### src/rtl/bdp_pkg.sv
package bdp_pkg;
  localparam int unsigned HINT_W = 2;
  localparam int unsigned INSN_BYTES = 4;

  typedef enum logic [HINT_W-1:0] {
    HINT_NONE_A = 2'b00,
    HINT_NONE_B = 2'b01,
    HINT_FORCE_NT = 2'b10,
    HINT_FORCE_T = 2'b11
  } hint_e;

  localparam int unsigned HINT_EN_BIT = 1;
  localparam int unsigned HINT_DIR_BIT = 0;
endpackage

### src/rtl/bdp_guess.sv
module bdp_guess
  import bdp_pkg::*;
#(
  parameter int unsigned ADDR_W = 32
) (
  input  logic [ADDR_W-1:0] pc,
  input  logic [ADDR_W-1:0] target,
  input  logic [HINT_W-1:0] hint,
  output logic              taken
);
  logic backward;

  // a target at or below the branch counts as a loop-closing jump
  always_comb begin
    backward = (target <= pc);
    if (hint[HINT_EN_BIT]) taken = hint[HINT_DIR_BIT];
    else                   taken = backward;
  end
endmodule

### src/rtl/bdp_fetch.sv
module bdp_fetch
  import bdp_pkg::*;
#(
  parameter int unsigned ADDR_W = 32
) (
  input  logic              clk,
  input  logic              rst,
  input  logic              dec_valid,
  input  logic              dec_is_branch,
  input  logic [ADDR_W-1:0] dec_pc,
  input  logic [ADDR_W-1:0] dec_target,
  input  logic [HINT_W-1:0] dec_hint,
  output logic              pred_valid,
  output logic              pred_branch,
  output logic              pred_taken,
  output logic [ADDR_W-1:0] pred_next_pc
);
  localparam logic [ADDR_W-1:0] STEP = ADDR_W'(INSN_BYTES);

  logic              guess;
  logic              take_now;
  logic [ADDR_W-1:0] next_now;

  bdp_guess #(.ADDR_W(ADDR_W)) u_guess (
    .pc(dec_pc), .target(dec_target), .hint(dec_hint), .taken(guess)
  );

  always_comb begin
    take_now = dec_is_branch & guess;
    next_now = take_now ? dec_target : dec_pc + STEP;
  end

  always_ff @(posedge clk) begin
    if (rst) begin
      pred_valid   <= 1'b0;
      pred_branch  <= 1'b0;
      pred_taken   <= 1'b0;
      pred_next_pc <= '0;
    end else begin
      pred_valid <= dec_valid;
      if (dec_valid) begin
        pred_branch  <= dec_is_branch;
        pred_taken   <= take_now;
        pred_next_pc <= next_now;
      end else begin
        pred_branch <= 1'b0;
        pred_taken  <= 1'b0;
      end
    end
  end
endmodule

### src/rtl/bdp_resolve.sv
module bdp_resolve
  import bdp_pkg::*;
#(
  parameter int unsigned ADDR_W = 32
) (
  input  logic              clk,
  input  logic              rst,
  input  logic              res_valid,
  input  logic              res_taken,
  input  logic [ADDR_W-1:0] res_target,
  input  logic [ADDR_W-1:0] res_fallthru,
  input  logic [HINT_W-1:0] res_hint,
  output logic              mismatch,
  output logic              flush,
  output logic [ADDR_W-1:0] redirect_pc
);
  localparam logic [ADDR_W-1:0] STEP = ADDR_W'(INSN_BYTES);

  logic [ADDR_W-1:0] branch_pc;
  logic              reguess;

  // recover the branch address from its fall-through so the guess can be rebuilt
  assign branch_pc = res_fallthru - STEP;

  bdp_guess #(.ADDR_W(ADDR_W)) u_reguess (
    .pc(branch_pc), .target(res_target), .hint(res_hint), .taken(reguess)
  );

  assign mismatch = res_valid & (res_taken != reguess);

  always_ff @(posedge clk) begin
    if (rst) begin
      flush       <= 1'b0;
      redirect_pc <= '0;
    end else begin
      flush <= mismatch;
      if (mismatch) redirect_pc <= res_taken ? res_target : res_fallthru;
    end
  end
endmodule

### src/rtl/bdp_sat_cnt.sv
module bdp_sat_cnt #(
  parameter int unsigned W = 32
) (
  input  logic         clk,
  input  logic         rst,
  input  logic         inc,
  output logic [W-1:0] value
);
  localparam logic [W-1:0] TOP = {W{1'b1}};

  always_ff @(posedge clk) begin
    if (rst)                        value <= '0;
    else if (inc && value != TOP)   value <= value + W'(1);
  end
endmodule

### src/rtl/bdp_top.sv
module bdp_top
  import bdp_pkg::*;
#(
  parameter int unsigned ADDR_W = 32,
  parameter int unsigned CNT_W  = 32
) (
  input  logic              clk,
  input  logic              rst,
  input  logic              dec_valid,
  input  logic              dec_is_branch,
  input  logic [ADDR_W-1:0] dec_pc,
  input  logic [ADDR_W-1:0] dec_target,
  input  logic [1:0]        dec_hint,
  output logic              pred_valid,
  output logic              pred_branch,
  output logic              pred_taken,
  output logic [ADDR_W-1:0] pred_next_pc,
  input  logic              res_valid,
  input  logic              res_taken,
  input  logic [ADDR_W-1:0] res_target,
  input  logic [ADDR_W-1:0] res_fallthru,
  input  logic [1:0]        res_hint,
  output logic              flush,
  output logic [ADDR_W-1:0] redirect_pc,
  output logic [CNT_W-1:0]  branch_cnt,
  output logic [CNT_W-1:0]  miss_cnt
);
  localparam int unsigned N_CNT = 2;

  logic                 mismatch;
  logic [N_CNT-1:0]     cnt_inc;
  logic [CNT_W-1:0]     cnt_val [N_CNT];

  bdp_fetch #(.ADDR_W(ADDR_W)) u_fetch (
    .clk(clk), .rst(rst),
    .dec_valid(dec_valid), .dec_is_branch(dec_is_branch),
    .dec_pc(dec_pc), .dec_target(dec_target), .dec_hint(dec_hint),
    .pred_valid(pred_valid), .pred_branch(pred_branch),
    .pred_taken(pred_taken), .pred_next_pc(pred_next_pc)
  );

  bdp_resolve #(.ADDR_W(ADDR_W)) u_resolve (
    .clk(clk), .rst(rst),
    .res_valid(res_valid), .res_taken(res_taken),
    .res_target(res_target), .res_fallthru(res_fallthru), .res_hint(res_hint),
    .mismatch(mismatch), .flush(flush), .redirect_pc(redirect_pc)
  );

  assign cnt_inc = {mismatch, res_valid};

  for (genvar g = 0; g < N_CNT; g++) begin : g_cnt
    bdp_sat_cnt #(.W(CNT_W)) u_cnt (
      .clk(clk), .rst(rst), .inc(cnt_inc[g]), .value(cnt_val[g])
    );
  end

  assign branch_cnt = cnt_val[0];
  assign miss_cnt   = cnt_val[1];
endmodule

### config.mk
export PLATFORM = sky130hd
export DESIGN_NAME = bdp_top
export DESIGN_NICKNAME = d
export VERILOG_FILES = /design/src/rtl/bdp_pkg.sv /design/src/rtl/bdp_guess.sv /design/src/rtl/bdp_fetch.sv /design/src/rtl/bdp_resolve.sv /design/src/rtl/bdp_sat_cnt.sv /design/src/rtl/bdp_top.sv
export SDC_FILE = /design/constraint.sdc
export NUM_CORES = 1
export LEC_CHECK = 0
export ABC_AREA = 1
export CAP_MARGIN = 20
export CORE_AREA = 2 2 201 203
export DETAILED_ROUTE_END_ITERATION = 10
export DIE_AREA = 0 0 203 205
export GPL_ROUTABILITY_DRIVEN = 0
export HOLD_SLACK_MARGIN = 0.06
export SLEW_MARGIN = 10
export SYNTH_ARGS = -nofsm -noshare
export SYNTH_HDL_FRONTEND = slang
export SYNTH_SLANG_ARGS = --single-unit
export TNS_END_PERCENT = 1
### constraint.sdc
create_clock -name clk -period 3.3 [get_ports clk]
set_clock_uncertainty 0.2 [all_clocks]
set_input_delay 0.33 -clock clk [delete_from_list [all_inputs] [get_ports clk]]
set_output_delay 0.33 -clock clk [all_outputs]
set_load 0.01 [all_outputs]
==> results.yml, run 1 <==
clock_network:
  tritoncts: "built"
  clk_latency_ns: 0.44
  clock-root-buffer: "clkbuf_16"
  cts_buffer_depth: 2
  path_clk_slew_ns: 0.06
  cts.sinks: 132
  cts_buffers: 17
  htreeDepth: 4
cells_and_area:
  final_cell_mix: "nand2_1, clkdlybuf4s50_1, inv_1"
  design_area_um2: 14800
  final_common_cell: "nand2_1"
  fillers: 4078
  fin_nets: 2041
  layout.cells.non_filler: 2374
  drive_gt1_share_pct: 13.4
  area_delta_synth_final_pct: 51.0
global_routing:
  first_global_vias: 11138
  antenna_found_initial: 3
  grt_start_max_net_pins: 65
  grt_first_pass_wirelength_mm: 57.8
  track_usage_pct: 17.4
  overflow: 0
run:
  max-cap-violations: 0
power_and_ir_drop:
  p_per_area_nw_per_um2: 331
  p_total_uw: 4900
  power_leakage_uw: 0.00596
  vdd_drop_max_mv: 0.347
yosys:
  synthArstFlopShare_pct: 0
  synth_area_um2: 9800
  synth-seq-cells: 132
  yosysSeqAreaShare_pct: 27.0
  synth_cell_types: 38
  yosys.area.top_type: "dfxtp_1"
  synth_edf_count: 0
  synth_top_area_share_pct: 27.0
  syn_avg_cell_area_um2: 6.54
  synth.area.top_cells: "dfxtp_1, nand2_1, ha_1"
  synth_warnings: 0
  synthFlopType: "dfxtp_1"
  synth.net_count: 1705
  synthCells: 1499
floorplanning:
  ioPinCount: 270
  rows: 73
  initial_core_util_pct: 24.9
  dieArea_um2: 41600
  coreArea_um2: 39400
  die_h_um: 205
  die_w_um: 203
hold_path:
  worstHoldPathType: "input pin to flop"
drt:
  firstDrtPassIters: 5
  totalWireLength_mm: 37.0
  avgRoutedWirePerCell_um: 15.6
  vias: 11249
  final_antenna_net_count: 0
  remaining_drc_errors: 0
  drt_iter0_drc: 608
  via_per_inst: 4.74
critical_path:
  reg2reg_slack_ns: 0.59
  setup.worst_path.end_class: "flop"
  crit_end: "g_cnt[1].u_cnt.value[23]"
  worstRegToRegCells: 14
  critical_path_arrival_ns: 3.59
  reg2reg_from: "g_cnt[1].u_cnt.value[1]"
  crit_slowest_cell: "nor4_2"
  worstSetupStartpointType: "input pin"
  r2r-end: "g_cnt[1].u_cnt.value[21]"
  crit_path_start: "res_fallthru[2]"
  max_stage_delay_ns: 0.29
  cp_max_fo: 8
  cp.required_ns: 3.46
  worstSetupPathType: "input pin to flop"
sta:
  slew_headroom_pct: 46.3
  finalWorstSetupSlack_ns: -0.135
  setup_tns_ns: -5.12
  finalMaxSlewViolations: 0
  rsz0062_at_grt: "true"
  max_freq_ghz: 0.291
  finalHoldViolCount: 0
  fin_crit_sh_pct: 104
  worstMarginPinSlew_ns: 0.805
  fin_crit_ns: 3.43
  setup_violations: 63
placement:
  dpl.cell_count: 2323
  dp.final_hpwl_mm: 28.4
  placed_cell_area_um2: 13600
  portBuffers: 269
outcome:
  status: "complete, but fails checks"
  violations: "setup timing"
[area by class of cell]
class                   instances  area (µm²)  share of cell area (%)
diodes                          1        2.50                  0.0169
clock buffers                  17         425                    2.87
clock inverters                15         203                    1.37
inverters                     170         641                    4.33
multi-input cells            1145        6610                    44.6
flip-flops and latches        132        2640                    17.9
well taps                     525         657                    4.44
repair buffers                369        3620                    24.5
[synthesized netlist by cell type (all sizes together), types with 10 or more instances]
cell type / n
nor3: 52
nand2: 404
nand3b: 31
xor2: 73
a21oi: 146
clkbuf: 32
o21ai: 47
nand3: 96
xnor2: 10
nand4: 37
ha: 68
dfxtp: 132
inv: 169
nor4: 21
buf: 23
nor2: 129
[registers in the layout (all words and copies together) (netlist names)]
| signal | count |
|---|---|
| g_cnt.u_cnt.value | 64 |
| u_fetch.pred_next_pc | 32 |
| u_resolve.redirect_pc | 32 |
| u_fetch.pred_branch | 1 |
| u_fetch.pred_taken | 1 |
| u_fetch.pred_valid | 1 |
| u_resolve.flush | 1 |
[worst min-delay path by stage]
stage                              startpoint                         to  slack [ns]  depth (start not counted)
global route                  res_fallthru[3]   u_resolve.redirect_pc[3]        0.18                          5
CTS                           res_fallthru[2]   u_resolve.redirect_pc[2]        0.19                          5
detailed placement   u_fetch.pred_next_pc[31]   u_fetch.pred_next_pc[31]        0.26                          2
floorplan                       dec_is_branch        u_fetch.pred_branch        0.26                          2
global placement    u_resolve.redirect_pc[11]  u_resolve.redirect_pc[11]        0.25                          2
finish                        res_fallthru[3]   u_resolve.redirect_pc[3]        0.15                          5
[critical path, delay by kind of cell]
family | cells | cell delay (ns)
buffers and inverters | 6 | 0.61
AO/OA/AOI/OAI | 1 | 0.14
AND/OR/NAND/NOR | 18 | 2.05
adder cells (fa/ha/maj) | 2 | 0.45
[logic make-up after synthesis]
family,share of synthesized area (%)
AO/OA/AOI/OAI,11.1
XOR/XNOR,7.42
adder cells (fa/ha/maj),8.68
buffers and inverters,9.12
flip-flops,27.0
AND/OR/NAND/NOR,36.7
[stage by stage]
stage,hold WS (ns),setup slack (ns),util [%]
after floorplan,0.264,-0.121,-
after global placement,0.254,-0.948,34.5
after detailed placement,0.256,-1.05,34.5
after CTS,0.186,-0.318,36.5
after global routing,0.181,-0.373,37.6
final,0.147,-0.135,37.6
[timing repair]
action / in CTS / in global routing
pin swaps: 20 / 41
hold buffers: 0 / 0
buffers inserted: 5 / 5
setup endpoints to repair: 65 / 65
gates resized for setup: 28 / 92
gates cloned: 4 / 4
[report_power, final]
part | total (µW) | switching (µW) | internal (µW)
logic | 1140 | 589 | 547
registers | 1690 | 36.2 | 1650
clock network | 2080 | 810 | 1270
total | 4900 | 1440 | 3470
[per-layer routing]
layer | vias up | global-route usage, % | wire length [µm]
li1 | 5610 | - | -
met1 | 5194 | 21.6 | 15900
met2 | 383 | 28.9 | 17300
met3 | 58 | 4.41 | 2800
met4 | 4 | 6.44 | 997
met5 | - | 0 | 26
Power figures use the tool's default switching activity.
==> run 2, diff against run 1 <==
clock period = 2.9 ns   (was 3.3 ns; I/O delays follow)
==> run 2 against run 1 <==
Net effect: the flow still finishes with violations (setup timing); cell area grew 3.0%; total power is 16% higher; wire length grew 1.1%; sequential power up 14%; critical path depth grew 2; via count grew 2.3%.
==> results.yml, run 2 (synthesis results as in run 1) <==
outcome:
  status: "complete, but fails checks"
  violations: "setup timing"
clock_network:
  path_clk_slew_ns: 0.07
  htreeDepth: 4
  tritoncts: "built"
  clock-root-buffer: "clkbuf_16"
  clk_latency_ns: 0.44
  cts_buffers: 17
  cts.sinks: 132
  cts_buffer_depth: 2
global_routing:
  overflow: 0
  grt_first_pass_wirelength_mm: 58.6
  first_global_vias: 11208
  track_usage_pct: 17.7
  grt-busiest-layer: "met2"
  grt_start_max_net_pins: 116
  gr-usage-met1_pct: 21.8
  antenna_found_initial: 6
  use_met3_pct: 4.84
  use_met2_pct: 29.5
floorplanning:
  rows: 73
  ioPinCount: 270
  die_h_um: 205
  die_w_um: 203
  initial_core_util_pct: 24.9
  dieArea_um2: 41600
  coreArea_um2: 39400
placement:
  dp.final_hpwl_mm: 28.7
  placed_cell_area_um2: 14000
  portBuffers: 269
run:
  max-cap-violations: 0
critical_path:
  cp.required_ns: 3.00
  cp_max_fo: 8
  reg2reg_slack_ns: 0.46
  setup.worst_path.end_class: "flop"
  worstSetupPathType: "input pin to flop"
  crit_end: "u_resolve.redirect_pc[30]"
  r2r-end: "g_cnt[1].u_cnt.value[21]"
  crit_path_start: "res_fallthru[3]"
  reg2reg_from: "g_cnt[1].u_cnt.value[1]"
  worstSetupStartpointType: "input pin"
  max_stage_delay_ns: 0.28
  crit_slowest_cell: "ha_1"
  critical_path_arrival_ns: 3.63
  worstRegToRegCells: 13
cells_and_area:
  top_register: "g_cnt.u_cnt.value"
  design_area_um2: 15200
  final_cell_mix: "nand2_1, clkdlybuf4s50_1, inv_1"
  largest_reg_flops: 64
  drive_gt1_share_pct: 15.7
  top_regs: "g_cnt.u_cnt.value (64), u_fetch.pred_next_pc (32), u_resolve.redirect_pc (32)"
  postLayoutCoreUtil_pct: 38.7
  fin_nets: 2100
  fillers: 4055
  area_delta_synth_final_pct: 55.6
  final_common_cell: "nand2_1"
drt:
  final_antenna_net_count: 0
  via_per_inst: 4.73
  avgRoutedWirePerCell_um: 15.4
  remaining_drc_errors: 0
  drt_iter0_drc: 516
  totalWireLength_mm: 37.5
  firstDrtPassIters: 7
  vias: 11505
sta:
  slew_headroom_pct: 55.8
  fin_crit_ns: 3.53
  finalHoldViolCount: 0
  worstMarginPinSlew_ns: 0.662
  max_freq_ghz: 0.283
  setup_violations: 65
  fin_crit_sh_pct: 122
  finalMaxSlewViolations: 0
  rsz0062_at_grt: "true"
  finalWorstSetupSlack_ns: -0.632
power_and_ir_drop:
  p_per_area_nw_per_um2: 372
  power_leakage_uw: 0.00623
  vdd_drop_max_mv: 0.414
hold_path:
  worstHoldPathType: "input pin to flop"
==> run 2: cell count changes in the layout (fill, tap and decap cells not counted), moves of 5 or more <==
cell	change
buf_4	+51
nand2_2	+9
dlygate4sd2_1	+8
dlymetal6s2s_1	-7
a21oi_1	+6
a21oi_2	-6
nand2_1	-6
clkinvlp_4	-5
==> run 2: cell type report <==
type                            instances  area (µm²)  area share, %
Clock buffer                           19         453           2.97
Antenna cell                            2        5.00         0.0328
Clock inverter                         13         180           1.18
Tap cell                              525         657           4.31
Multi-Input combinational cell       1145        6570           43.1
Inverter                              170         638           4.19
Timing Repair Buffer                  428        4100           26.9
Sequential cell                       132        2640           17.3
==> run 2: per-layer routing <==
metal	wire (µm)	part of all wire, %
met1	16200	43
met2	17600	47
met3	2720	7.3
met4	913	2.4
met5	56	0.15
==> run 2: what timing repair did <==
action	in CTS	in global routing
hold buffers	1	0
resized for setup	56	51
cloned	7	1
pin swaps	31	26
hold endpoints to repair	1	0
setup endpoints to repair	65	67
buffers inserted	15	2
==> run 2: power by group <==
part | leakage (µW) | total, µW | switching, µW | internal, µW
clock | 0.000317 | 2390 | 904 | 1480
combinational | 0.00484 | 1360 | 682 | 677
sequential | 0.00107 | 1920 | 40.6 | 1880
total | 0.00623 | 5670 | 1630 | 4040
==> run 2: through the flow <==
stage	TNS, ns	total power (µW)	setup WS, ns	hold WS [ns]	cells
4_1_cts	-39.42	5700	-0.673	0.0951	2429
6_report	-35.35	5670	-0.632	0.133	2434
3_3_place_gp	-86.61	3170	-1.32	0.255	2374
3_5_place_dp	-93.24	3190	-1.44	0.258	2374
5_1_grt	-50.17	5940	-0.866	0.165	2434
2_1_floorplan	-28.66	2520	-0.481	0.224	1499
==> run 2: critical path: cells and delay by family <==
kind | cells | cell delay, ns
XOR/XNOR | 1 | 0.18
buffers and inverters | 5 | 0.59
adder cells (fa/ha/maj) | 1 | 0.28
AO/OA/AOI/OAI | 4 | 0.44
AND/OR/NAND/NOR | 18 | 1.86
==> run 2: worst min-delay path by stage <==
stage / depth (start not counted) / to / from
floorplan: 2 / u_fetch.pred_branch / dec_is_branch
global placement: 2 / u_resolve.redirect_pc[11] / u_resolve.redirect_pc[11]
detailed placement: 2 / u_fetch.pred_next_pc[25] / u_fetch.pred_next_pc[25]
CTS: 6 / u_resolve.redirect_pc[4] / res_fallthru[4]
global route: 6 / u_resolve.redirect_pc[4] / res_fallthru[4]
finish: 6 / u_resolve.redirect_pc[4] / res_fallthru[4]
==> run 3, diff against run 2 <==
clock period = 3.6 ns   (was 2.9 ns; I/O delays follow)
==> run 3 against run 2 <==
Net effect: the flow now finishes without violations; clock power down 22%; global-route usage is 0.20 points lower; first-iteration DRC count grew 7.9%; cell area is 4.2% lower; combinational power decreased by 24%; critical endpoint is now g_cnt[1].u_cnt.value[29]; highest routed layer unchanged.
==> results.yml, run 3 (synthesis results as in run 1) <==
cells_and_area:
  design_area_um2: 14600
  area_delta_synth_final_pct: 49.0
  fin_nets: 2025
  top_register: "g_cnt.u_cnt.value"
  fillers: 4121
  largest_reg_flops: 64
  final_common_cell: "nand2_1"
  final_cell_mix: "nand2_1, clkdlybuf4s50_1, inv_1"
  postLayoutCoreUtil_pct: 37.1
  drive_gt1_share_pct: 12.2
  top_regs: "g_cnt.u_cnt.value (64), u_fetch.pred_next_pc (32), u_resolve.redirect_pc (32)"
drt:
  vias: 11141
  firstDrtPassIters: 5
  drt_iter0_drc: 557
  avgRoutedWirePerCell_um: 15.9
  totalWireLength_mm: 37.5
  final_antenna_net_count: 0
  remaining_drc_errors: 0
  via_per_inst: 4.72
global_routing:
  first_global_vias: 10883
  grt_first_pass_wirelength_mm: 57.8
  overflow: 0
  track_usage_pct: 17.5
  antenna_found_initial: 8
  grt_start_max_net_pins: 56
sta:
  finalWorstSetupSlack_ns: 0.101
  fin_crit_ns: 3.50
  slew_headroom_pct: 48.7
  finalHoldViolCount: 0
  max_freq_ghz: 0.286
  fin_crit_sh_pct: 97.2
  setup_tns_ns: 0
  setup_violations: 0
  finalMaxSlewViolations: 0
  rsz0062_at_grt: "true"
  worstMarginPinSlew_ns: 0.765
floorplanning:
  coreArea_um2: 39400
  rows: 73
  die_w_um: 203
  initial_core_util_pct: 24.9
  die_h_um: 205
  ioPinCount: 270
  dieArea_um2: 41600
placement:
  placed_cell_area_um2: 13500
  portBuffers: 269
  dp_slack_ns: -0.738
  dp.final_hpwl_mm: 28.5
power_and_ir_drop:
  power_leakage_uw: 0.00584
  p_per_area_nw_per_um2: 304
  vdd_drop_max_mv: 0.334
  p_total_uw: 4440
clock_network:
  cts.sinks: 132
  htreeDepth: 4
  path_clk_slew_ns: 0.07
  clock-root-buffer: "clkbuf_16"
  clk_latency_ns: 0.44
  cts_buffers: 17
  cts_buffer_depth: 2
  tritoncts: "built"
critical_path:
  worstSetupStartpointType: "input pin"
  cp_max_fo: 8
  cp.required_ns: 3.77
  critical_path_arrival_ns: 3.67
  worstSetupPathType: "input pin to flop"
  setup.worst_path.end_class: "flop"
run:
  max-cap-violations: 0
outcome:
  status: "complete, no violations"
hold_path:
  worstHoldPathType: "input pin to flop"
## run 3: final timing paths
| path | cells past startpoint | end | slack (ns) | start |
|---|---|---|---|---|
| worst min register to register | 2 | u_fetch.pred_next_pc[16] | 0.27 | u_fetch.pred_next_pc[16] |
| worst max register to register | 12 | g_cnt[1].u_cnt.value[0] | 1.00 | g_cnt[1].u_cnt.value[1] |
| worst min-delay path | 5 | u_resolve.redirect_pc[3] | 0.12 | res_fallthru[3] |
| worst max-delay path | 27 | g_cnt[1].u_cnt.value[29] | 0.10 | res_fallthru[5] |
## run 3: critical path, cell delays in order
cell and delay, ns:
clkbuf_2 0.11, buf_4 0.14, nor3_4 0.24, nand3_4 0.12
nor2_4 0.11, nand2_2 0.08, nor2_4 0.11, nand3_4 0.10
nor2_4 0.12, nand2_2 0.08, nor3_2 0.13, xor2_1 0.16
ha_1 0.28, a21oi_2 0.15, o21a_1 0.12, nand2_1 0.05
a21oi_1 0.11, nand2_1 0.08, nand2_2 0.10, nand2_2 0.07
nand2_4 0.09, inv_4 0.04, nor2_4 0.13, buf_12 0.18
clkbuf_16 0.18, nand3_1 0.07, a21oi_1 0.13
## run 3: routing by layer
| layer | track usage [%] | wire length [µm] |
|---|---|---|
| met1 | 21.2 | 15900 |
| met2 | 29.9 | 17900 |
| met3 | 4.68 | 2630 |
| met4 | 5.97 | 921 |
| met5 | 0 | 57 |
## run 3: cell type report
cell class,count,area (µm²),area share (%)
antenna,3,7.51,0.0514
clock buffer,17,425,2.91
clock inverter,15,178,1.22
inverter,170,641,4.39
multi-input combinational,1142,6490,44.4
sequential,132,2640,18.1
tap,525,657,4.50
timing repair buffer,356,3560,24.4
## run 3: repair_timing
| item | 4_1_cts | 5_1_grt |
|---|---|---|
| pin swaps | 45 | 41 |
| endpoints found under the setup margin | 65 | 65 |
| gates cloned | 4 | 5 |
| hold buffers | 0 | 0 |
| setup buffers | 13 | 0 |
| resized for setup | 50 | 63 |
## run 3: through the flow
step	std cells	hold slack, ns
finish	2360	0.116
floorplan	1499	0.287
detailed placement	2305	0.258
global placement	2305	0.252
CTS	2354	0.0914
global route	2360	0.133
## run 3: report_power, final
part	switching (µW)	internal [µW]	total (µW)
Combinational	527	499	1030
Clock	772	1090	1860
Sequential	34.5	1520	1550
Total	1330	3110	4440
